`config.mk`:
```
export PLATFORM = sky130hd
export DESIGN_NAME = spi_regbus_master
export DESIGN_NICKNAME = d
export VERILOG_FILES = /design/src/rtl/spi_regbus_pkg.sv /design/src/rtl/spi_sclk_divider.sv /design/src/rtl/spi_frame_mux.sv /design/src/rtl/spi_regbus_fsm.sv /design/src/rtl/spi_regbus_master.sv
export SDC_FILE = /design/constraint.sdc
export NUM_CORES = 1
export LEC_CHECK = 0
export BUFFER_PORTS_ARGS = -buffer_cell sky130_fd_sc_hd__buf_4
export CAP_MARGIN = 30
export CORE_MARGIN = 2
export CORE_UTILIZATION = 52
export DETAILED_ROUTE_END_ITERATION = 8
export GPL_TIMING_DRIVEN = 0
export PLACE_DENSITY = 0.73
export SLEW_MARGIN = 40
export SYNTH_ARGS = -nofsm -noshare
export SYNTH_HDL_FRONTEND = slang
export SYNTH_HIERARCHICAL = 1
export SYNTH_SLANG_ARGS = --single-unit
```
`constraint.sdc`:
```
create_clock -name clk -period 3 [get_ports clk]
set_input_delay 0.3 -clock clk [delete_from_list [all_inputs] [get_ports clk]]
set_output_delay 0.3 -clock clk [all_outputs]
set_load 0.1 [all_outputs]
```
`src/rtl/spi_regbus_pkg.sv`:
```
`timescale 1ns/1ps
package spi_regbus_pkg;

    localparam int unsigned REG_ADDR_W = 8;
    localparam int unsigned REG_DATA_W = 8;
    localparam int unsigned BURST_W    = 3;
    localparam int unsigned HDR_BYTES  = 2;
    localparam int unsigned MAX_BYTES  = HDR_BYTES + (1 << BURST_W);
    localparam int unsigned IDX_W      = $clog2(MAX_BYTES);
    localparam int unsigned BIT_W      = $clog2(REG_DATA_W);

    typedef enum logic [1:0] {
        ST_IDLE,
        ST_XFER,
        ST_TAIL,
        ST_GAP
    } xfer_st_e;

    typedef struct packed {
        logic                  write;
        logic [REG_ADDR_W-1:0] addr;
        logic [REG_DATA_W-1:0] wdata;
        logic [BURST_W-1:0]    len;
    } reg_cmd_t;

endpackage

```
`src/rtl/spi_sclk_divider.sv`:
```
`timescale 1ns/1ps
module spi_sclk_divider #(
    parameter int unsigned HALF = 2
) (
    input  logic clk,
    input  logic rst_n,
    input  logic run,
    output logic tick
);
    localparam int unsigned CNT_W = (HALF > 1) ? $clog2(HALF) : 1;
    localparam logic [CNT_W-1:0] TOP = CNT_W'(HALF - 1);

    logic [CNT_W-1:0] cnt_d, cnt_q;

    always_comb begin
        tick  = run && (cnt_q == TOP);
        cnt_d = cnt_q;
        if (!run || tick) begin
            cnt_d = '0;
        end else begin
            cnt_d = cnt_q + 1'b1;
        end
    end

    always_ff @(posedge clk or negedge rst_n) begin
        if (!rst_n) begin
            cnt_q <= '0;
        end else begin
            cnt_q <= cnt_d;
        end
    end
endmodule

```
`src/rtl/spi_frame_mux.sv`:
```
`timescale 1ns/1ps
module spi_frame_mux
    import spi_regbus_pkg::*;
(
    input  reg_cmd_t               cmd,
    input  logic [IDX_W-1:0]       idx,
    output logic [REG_DATA_W-1:0]  tx_byte,
    output logic [IDX_W-1:0]       last_idx
);
    localparam logic [IDX_W-1:0] IDX_DATA = IDX_W'(HDR_BYTES);

    always_comb begin
        tx_byte = '0;
        if (idx == '0) begin
            tx_byte = {cmd.write, cmd.addr[REG_ADDR_W-2:0]};
        end else if (idx == IDX_W'(1)) begin
            tx_byte = {cmd.addr[REG_ADDR_W-1], {(REG_DATA_W-1){1'b0}}};
        end else if (cmd.write && idx == IDX_DATA) begin
            tx_byte = cmd.wdata;
        end

        if (cmd.write) begin
            last_idx = IDX_DATA;
        end else begin
            last_idx = IDX_DATA + IDX_W'(cmd.len);
        end
    end
endmodule

```
`src/rtl/spi_regbus_fsm.sv`:
```
`timescale 1ns/1ps
module spi_regbus_fsm
    import spi_regbus_pkg::*;
(
    input  logic                  clk,
    input  logic                  rst_n,
    input  logic                  cmd_valid,
    input  reg_cmd_t              cmd_in,
    output logic                  cmd_ready,
    input  logic                  tick,
    output logic                  run,
    output reg_cmd_t              frame_cmd,
    output logic [IDX_W-1:0]      frame_idx,
    input  logic [REG_DATA_W-1:0] frame_byte,
    input  logic [IDX_W-1:0]      frame_last,
    input  logic                  miso,
    output logic                  sclk,
    output logic                  mosi,
    output logic                  cs_n,
    output logic                  rd_valid,
    output logic [REG_DATA_W-1:0] rd_data
);
    localparam logic [BIT_W-1:0] BIT_LAST = BIT_W'(REG_DATA_W - 1);
    localparam logic [IDX_W-1:0] IDX_DATA = IDX_W'(HDR_BYTES);

    typedef struct packed {
        xfer_st_e              st;
        reg_cmd_t              cmd;
        logic [IDX_W-1:0]      byte_idx;
        logic [BIT_W-1:0]      bit_idx;
        logic [REG_DATA_W-1:0] tx;
        logic [REG_DATA_W-1:0] rx;
        logic                  sclk;
        logic                  mosi;
        logic                  cs_n;
        logic                  rv;
        logic [REG_DATA_W-1:0] rdata;
        logic                  gap;
    } fsm_t;

    localparam fsm_t FSM_RST = '{
        st:       ST_IDLE,
        cmd:      '0,
        byte_idx: '0,
        bit_idx:  '0,
        tx:       '0,
        rx:       '0,
        sclk:     1'b0,
        mosi:     1'b0,
        cs_n:     1'b1,
        rv:       1'b0,
        rdata:    '0,
        gap:      1'b0
    };

    fsm_t q, d;
    logic idle;

    assign idle      = (q.st == ST_IDLE);
    assign cmd_ready = idle;
    assign run       = !idle;
    assign frame_cmd = idle ? cmd_in : q.cmd;
    assign frame_idx = idle ? '0 : q.byte_idx + 1'b1;

    always_comb begin
        d    = q;
        d.rv = 1'b0;
        unique case (q.st)
            ST_IDLE: begin
                if (cmd_valid) begin
                    d.st       = ST_XFER;
                    d.cmd      = cmd_in;
                    d.byte_idx = '0;
                    d.bit_idx  = '0;
                    d.tx       = frame_byte;
                    d.mosi     = frame_byte[REG_DATA_W-1];
                    d.sclk     = 1'b0;
                    d.cs_n     = 1'b0;
                end
            end
            ST_XFER: begin
                if (tick) begin
                    if (!q.sclk) begin
                        d.sclk = 1'b1;
                        d.rx   = {q.rx[REG_DATA_W-2:0], miso};
                    end else begin
                        d.sclk = 1'b0;
                        if (q.bit_idx == BIT_LAST) begin
                            if (!q.cmd.write && q.byte_idx >= IDX_DATA) begin
                                d.rv    = 1'b1;
                                d.rdata = q.rx;
                            end
                            d.bit_idx = '0;
                            if (q.byte_idx == frame_last) begin
                                d.st   = ST_TAIL;
                                d.mosi = 1'b0;
                            end else begin
                                d.byte_idx = q.byte_idx + 1'b1;
                                d.tx       = frame_byte;
                                d.mosi     = frame_byte[REG_DATA_W-1];
                            end
                        end else begin
                            d.bit_idx = q.bit_idx + 1'b1;
                            d.tx      = {q.tx[REG_DATA_W-2:0], 1'b0};
                            d.mosi    = q.tx[REG_DATA_W-2];
                        end
                    end
                end
            end
            ST_TAIL: begin
                if (tick) begin
                    d.cs_n = 1'b1;
                    d.st   = ST_GAP;
                    d.gap  = 1'b0;
                end
            end
            ST_GAP: begin
                if (tick) begin
                    if (q.gap) begin
                        d.st = ST_IDLE;
                    end else begin
                        d.gap = 1'b1;
                    end
                end
            end
            default: d = FSM_RST;
        endcase
    end

    always_ff @(posedge clk or negedge rst_n) begin
        if (!rst_n) begin
            q <= FSM_RST;
        end else begin
            q <= d;
        end
    end

    assign sclk     = q.sclk;
    assign mosi     = q.mosi;
    assign cs_n     = q.cs_n;
    assign rd_valid = q.rv;
    assign rd_data  = q.rdata;
endmodule

```
`src/rtl/spi_regbus_master.sv`:
```
`timescale 1ns/1ps
module spi_regbus_master
    import spi_regbus_pkg::*;
#(
    parameter int unsigned DIV_PRE = 1,
    parameter int unsigned DIV_EXP = 0
) (
    input  logic                  clk,
    input  logic                  rst_n,
    input  logic                  cmd_valid,
    output logic                  cmd_ready,
    input  logic                  cmd_write,
    input  logic [REG_ADDR_W-1:0] cmd_addr,
    input  logic [REG_DATA_W-1:0] cmd_wdata,
    input  logic [BURST_W-1:0]    cmd_len,
    output logic                  rd_valid,
    output logic [REG_DATA_W-1:0] rd_data,
    output logic                  spi_sclk,
    output logic                  spi_mosi,
    input  logic                  spi_miso,
    output logic                  spi_cs_n
);
    localparam int unsigned SCLK_HALF = (DIV_PRE + 1) * (2 ** DIV_EXP);

    reg_cmd_t              cmd_in;
    reg_cmd_t              frame_cmd;
    logic [IDX_W-1:0]      frame_idx;
    logic [IDX_W-1:0]      frame_last;
    logic [REG_DATA_W-1:0] frame_byte;
    logic                  tick;
    logic                  run;

    assign cmd_in = '{write: cmd_write, addr: cmd_addr, wdata: cmd_wdata, len: cmd_len};

    spi_sclk_divider #(.HALF(SCLK_HALF)) u_div (
        .clk   (clk),
        .rst_n (rst_n),
        .run   (run),
        .tick  (tick)
    );

    spi_frame_mux u_mux (
        .cmd      (frame_cmd),
        .idx      (frame_idx),
        .tx_byte  (frame_byte),
        .last_idx (frame_last)
    );

    spi_regbus_fsm u_fsm (
        .clk        (clk),
        .rst_n      (rst_n),
        .cmd_valid  (cmd_valid),
        .cmd_in     (cmd_in),
        .cmd_ready  (cmd_ready),
        .tick       (tick),
        .run        (run),
        .frame_cmd  (frame_cmd),
        .frame_idx  (frame_idx),
        .frame_byte (frame_byte),
        .frame_last (frame_last),
        .miso       (spi_miso),
        .sclk       (spi_sclk),
        .mosi       (spi_mosi),
        .cs_n       (spi_cs_n),
        .rd_valid   (rd_valid),
        .rd_data    (rd_data)
    );
endmodule

```
==> results.yml, run 1 <==
run_status:
  status: "finished clean"
yosys:
  yosys_warnings: 6
  synth-seq-area-share_pct: 46.6
  synthTopCellsByArea: "dfrtp_1 46%, mux2_2 21%, ha_1 4.0%, nand2_1 2.9%, a22o_1 2.2%"
  avgSynthCellArea_um2: 11.7
  synth_edf_count: 0
  synth_top_area_share_pct: 45.8
  synth_nets: 300
  netlist_instances: 266
  ys_ff_latch: 58
  ys.flop_type: "dfrtp_1"
  netlist_area_mm2: 0.00312
  yosys.area.top_type: "dfrtp_1"
  synthArstFlopShare_pct: 100
  synth_common_cells: "57 x dfrtp_1, 57 x mux2_2, 24 x nand2_1"
  netlist-cell-type-count: 41
pwr:
  internal_power_mw: 2.61
  ir_worst_vdd_uv: 563
  switching_share_pct: 36.7
  power_density_mw_per_mm2: 1080
  leakage_nw: 1.80
  power_switching_mw: 1.52
  report.power.total_mw: 4.13
  pwr-share-comb_pct: 48.0
  power_frac_seq_pct: 30.1
  clockPowerShare_pct: 21.9
worst_setup_path:
  max_stage_delay_ns: 0.40
  crit_buf_inv: 1
  reg2reg_depth: 10
  cp-end-kind: "flop"
  criticalPathCategory: "flop to flop"
  worst_setup_path_start_kind: "flop"
  critical_path.startpoint: "u_fsm/q[57]"
  r2r_end: "u_fsm/q[57]"
  r2r-start: "u_fsm/q[57]"
  critPathArrivalTime_ns: 3.10
  crit_fanout: 12
  cp.required_ns: 3.23
  cp_cell_sequence: "inv_2, ha_4, mux2_4, ha_4, nor2b_4, xor2_1, nor4_4, nand4_1, a221o_1, mux2_4"
  crit_family: "multiplexers"
  r2r_slack_ns: 0.13
  slowest_stage: "dfrtp_1"
clock_tree:
  clock_latency_ns: 0.34
  root_buffer: "clkbuf_8"
  clkSinkCount: 58
  clkSlewWorstSetupHoldPaths_ns: 0.07
  cts_tree: "built"
  cts_max_level: 3
  cts_buffers: 9
  cts_buffer_depth: 2
die:
  initial_utilization_pct: 53.3
  coreArea_mm2: 0.00585
  io_pins: 37
  die_height_um: 81.4
  dieWidth_um: 81.4
  row_count: 28
  die-area_mm2: 0.00663
timing:
  min_period_ns: 2.87
  fin_skew_ns: 0.00958
  finalSetupTns_ns: 0
  whs_ns: 0.179
  slew_viol_final: 0
  rsz0062_at_grt: "no"
  finalWorstSetupSlack_ns: 0.126
  setup_viol: 0
  timing.slew.headroom_pct: 55.2
  period_share_pct: 95.8
  fmax_mhz: 348
  final_hold_viol_count: 0
  worst_pin_slew_ns: 0.667
finish:
  fin_nets: 352
  multi_input_area_mm2: 0.00159
  area_delta_synth_final_pct: 23.3
  final_util_pct: 65.6
  seqCellArea_mm2: 0.00145
  n_fill_cell: 479
  final_cell_area_mm2: 0.00384
  layout.cells.non_filler: 398
  drive_gt1_share_pct: 44.0
  diodes: 0
placed_design:
  dp_cells: 377
  placed_cell_area_mm2: 0.00353
  dp_slack_ns: -0.220
  portBuffers: 36
  gp_congestion: 0.802
  hpwl_mm: 3.99
grt:
  gr-total-overflow: 0
  grt_max_degree: 59
  grt_pass1_wl_mm: 9.93
  grtUsageTotal_pct: 20.1
  grt_pass1_vias: 2076
  antenna_found_initial: 0
detailed_routing:
  wl_mm: 5.93
  drcViolationCount: 0
  drtPass1Iterations: 4
  wl_per_cell_um: 14.9
  vias: 2143
  postRouteAntennaNets: 0
  first_iter_violations: 89
  via_per_inst: 5.38
hold_path:
  worstHoldEndpoint: "u_fsm/q[13]"
  min_from: "spi_miso"
  holdPathStages: 2
  min_path_type: "input port to flop"
flow_run:
  maxCapViolations: 0
worst register-to-register path, cell delays in order, from the launching register on:
cell and delay, ns:
dfrtp_1 0.40, inv_2 0.11, ha_4 0.25, mux2_4 0.34
ha_4 0.23, nor2b_4 0.12, xor2_1 0.16, nor4_4 0.34
nand4_1 0.13, a221o_1 0.38, mux2_4 0.31
cells by family (layout without fill, tap and decap cells):
family          count (synthesis)  after routing  synth area share [%]
compound gates                 45             45                  9.92
xor+xnor                        4              4                  1.12
flops                          58             58                  46.6
fa+ha+maj                      10             10                  4.02
mux                            63             63                  22.7
buf+inv                        25             82                  4.26
simple gates                   61             61                  11.3
cell type report:
type,count,area share [%]
multi-input combinational,183,41.3
sequential,58,37.8
clock buffer,11,3.94
inverter,5,0.489
timing repair buffer,43,8.57
tap,75,2.44
buffer,18,2.83
clock inverter,5,2.61
sequential cells by signal, summed over array words and instances (netlist names):
signal,flops
u_fsm/q,45
u_fsm/rd_data,8
u_div/cnt_q,1
u_fsm/cs_n,1
u_fsm/mosi,1
u_fsm/rd_valid,1
u_fsm/sclk,1
metal layers:
layer | global-route usage (%) | wire length (um) | vias to the layer above
met5 | 0 | 0 | -
met4 | 9.66 | 111 | 0
met3 | 4.44 | 156 | 11
met2 | 29.9 | 2820 | 28
met1 | 27.8 | 2850 | 1049
li1 | - | - | 1055
layout by cell type (no fill, tap or decap), drive strengths merged, types with 2 or more instances in the layout:
| cell type | count |
|---|---|
| buf | 54 |
| mux2 | 59 |
| clkbuf | 17 |
| inv | 5 |
| a21o | 2 |
| nand3 | 3 |
| a22o | 8 |
| nor2 | 10 |
| o21ai | 14 |
| dfrtp | 57 |
| nor4 | 5 |
| xor2 | 4 |
| clkinv | 2 |
| ha | 10 |
| a21oi | 6 |
| a221o | 3 |
| bufinv | 3 |
| nand2b | 3 |
| nand2 | 24 |
| a22oi | 6 |
| a2bb2oi | 2 |
| mux2i | 4 |
| nand3b | 3 |
| nor2b | 7 |
power groups by stage:
stage               registers (mW)  logic [mW]  clock network [mW]
CTS                           1.24        1.91               0.922
finish                        1.24        1.98               0.905
global placement              1.25        1.83                   0
global route                  1.28        2.16               0.959
detailed placement            1.26        1.87                   0
floorplan                     1.32        1.43                   0
how the worst max path moves through the flow:
| stage | slack [ns] | to | cells after the start |
|---|---|---|---|
| floorplan | -0.12 | u_fsm/q[57] | 11 |
| global placement | -0.14 | u_fsm/q[14] | 11 |
| detailed placement | -0.22 | u_fsm/q[19] | 11 |
| CTS | 0.02 | u_fsm/q[57] | 10 |
| global route | 0.004 | u_fsm/q[57] | 10 |
| finish | 0.13 | u_fsm/q[57] | 10 |
what timing repair did:
action                                 4_1_cts  5_1_grt
pin swaps                                    2        3
hold buffers                                 0        1
setup buffers                                1        5
setup endpoints to repair                   20       21
endpoints found under the hold margin        0       57
gates resized for setup                      1        4
No activity file was read; power rests on OpenSTA's default activity.
==> run 2: changes to the inputs <==
--- a/config.mk
+++ b/config.mk
@@ -11,7 +11,7 @@
 export CORE_UTILIZATION = 52
 export DETAILED_ROUTE_END_ITERATION = 8
 export GPL_TIMING_DRIVEN = 0
-export PLACE_DENSITY = 0.73
+export PLACE_DENSITY_LB_ADDON = 0.05
 export SLEW_MARGIN = 40
 export SYNTH_ARGS = -nofsm -noshare
 export SYNTH_HDL_FRONTEND = slang
==> results.yml, run 2 (synthesis gave the netlist of run 1 again) <==
die:
  initial_utilization_pct: 53.3
  die_height_um: 81.4
  io_pins: 37
  dieWidth_um: 81.4
  coreArea_mm2: 0.00585
  die-area_mm2: 0.00663
  row_count: 28
clock_tree:
  cts_max_level: 3
  clock_latency_ns: 0.34
  cts_tree: "built"
  clkSlewWorstSetupHoldPaths_ns: 0.06
  root_buffer: "clkbuf_8"
  cts_buffers: 9
  clkSinkCount: 58
  cts_buffer_depth: 2
worst_setup_path:
  critPathArrivalTime_ns: 3.14
  cp.required_ns: 3.22
  criticalPathCategory: "flop to flop"
  worst_setup_path_start_kind: "flop"
  crit_fanout: 10
  cp-end-kind: "flop"
  slowest_stage: "dfrtp_1"
  crit_buf_inv: 2
  crit_family: "multiplexers"
  cp_cell_sequence: "inv_2, ha_4, clkbuf_8, mux2_4, ha_4, nor2b_4, xor2_1, nor4_2, nand4_1, a221o_1, mux2_4"
  max_stage_delay_ns: 0.41
pwr:
  power_density_mw_per_mm2: 1030
  power_switching_mw: 1.47
  report.power.total_mw: 3.88
  leakage_nw: 1.76
  ir_worst_vdd_uv: 553
  clockPowerShare_pct: 18.7
  internal_power_mw: 2.41
  switching_share_pct: 37.8
  pwr-share-comb_pct: 49.2
  power_frac_seq_pct: 32.1
detailed_routing:
  postRouteAntennaNets: 0
  vias: 2135
  drcViolationCount: 0
  first_iter_violations: 114
  wl_mm: 5.84
  wl_per_cell_um: 14.8
  via_per_inst: 5.42
  drtPass1Iterations: 4
timing:
  fin_skew_ns: 0.0163
  timing.slew.headroom_pct: 51.2
  fmax_mhz: 342
  final_hold_viol_count: 0
  rsz0062_at_grt: "yes"
  min_period_ns: 2.93
  period_share_pct: 97.6
  worst_pin_slew_ns: 0.732
  setup_viol: 0
  slew_viol_final: 0
placed_design:
  dp_cells: 377
  placed_cell_area_mm2: 0.00353
  hpwl_mm: 4.06
  gp_congestion: 0.778
  portBuffers: 36
finish:
  largest-register: "u_fsm/q"
  layout_common_cells: "57 x dfrtp_1, 54 x mux2_2, 46 x buf_4"
  fin_nets: 348
  largest_register_ffs: 45
  area_delta_synth_final_pct: 20.4
  final_cell_area_mm2: 0.00375
  layout_commonest_cell: "dfrtp_1"
  layout.cells.non_filler: 394
  drive_gt1_share_pct: 42.9
  diodes: 0
run_status:
  status: "finished clean"
grt:
  grtUsageTotal_pct: 19.6
  grt_pass1_wl_mm: 9.86
  grt_max_degree: 59
  grt_pass1_vias: 2106
  gr-total-overflow: 0
  antenna_found_initial: 0
flow_run:
  maxCapViolations: 0
hold_path:
  min_path_type: "input port to asynchronous set/reset pin"
run 2: worst paths after layout:
check	cells after the start	endpoint	from	slack [ns]
worst max-delay path	11	u_fsm/q[57]	u_fsm/q[56]	0.07
worst min-delay path	1	u_fsm/q[37]	rst_n	0.03
worst max register to register	11	u_fsm/q[57]	u_fsm/q[56]	0.07
worst min register to register	2	u_fsm/q[24]	u_fsm/q[24]	0.49
max in group asynchronous	1	u_fsm/q[22]	rst_n	2.48
min in group clk	2	u_fsm/q[13]	spi_miso	0.18
run 2: timing repair:
| item | 4_1_cts | 5_1_grt |
|---|---|---|
| hold buffers | 0 | 0 |
| buffers inserted | 2 | 0 |
| pin swaps | 2 | 1 |
| endpoints found under the setup margin | 16 | 13 |
| gates resized for setup | 2 | 2 |
run 2: cell type report:
cell class	instances	area, um2
clock buffers	13	159
well taps	75	93.8
multi-input cells	183	1580
flip-flops and latches	58	1450
plain buffers	19	123
clock inverters	3	40.0
inverters	5	18.8
fillers	492	2100
repair buffers	38	285
run 2: power groups by stage:
stage               logic, mW  clock network [mW]  registers, mW
floorplan                1.43                   0           1.32
global placement         1.85                   0           1.25
detailed placement       1.87                   0           1.26
CTS                      1.91               0.737           1.24
global route             2.10               0.782           1.28
finish                   1.91               0.727           1.25
run 2: metrics by stage:
stage               utilization, %  hold WS [ns]  setup slack, ns  setup TNS (ns)
CTS                           64.0        0.0638           0.0302               0
detailed placement            60.3         0.418           -0.186           -1.58
floorplan                        -       0.00441           -0.118          -0.118
finish                        64.1        0.0289           0.0729               0
global placement              60.3         0.424           -0.159           -1.29
global route                  64.1        0.0972           -0.107          -0.107
run 2: routing by layer:
metal	track usage [%]	wire length (um)	share of wire (%)	up-vias
met4	9.15	68	1.2	0
met1	27.0	2890	50	1041
met2	29.9	2660	46	44
met3	3.78	213	3.6	7
met5	0	0	0	-
li1	-	-	-	1043
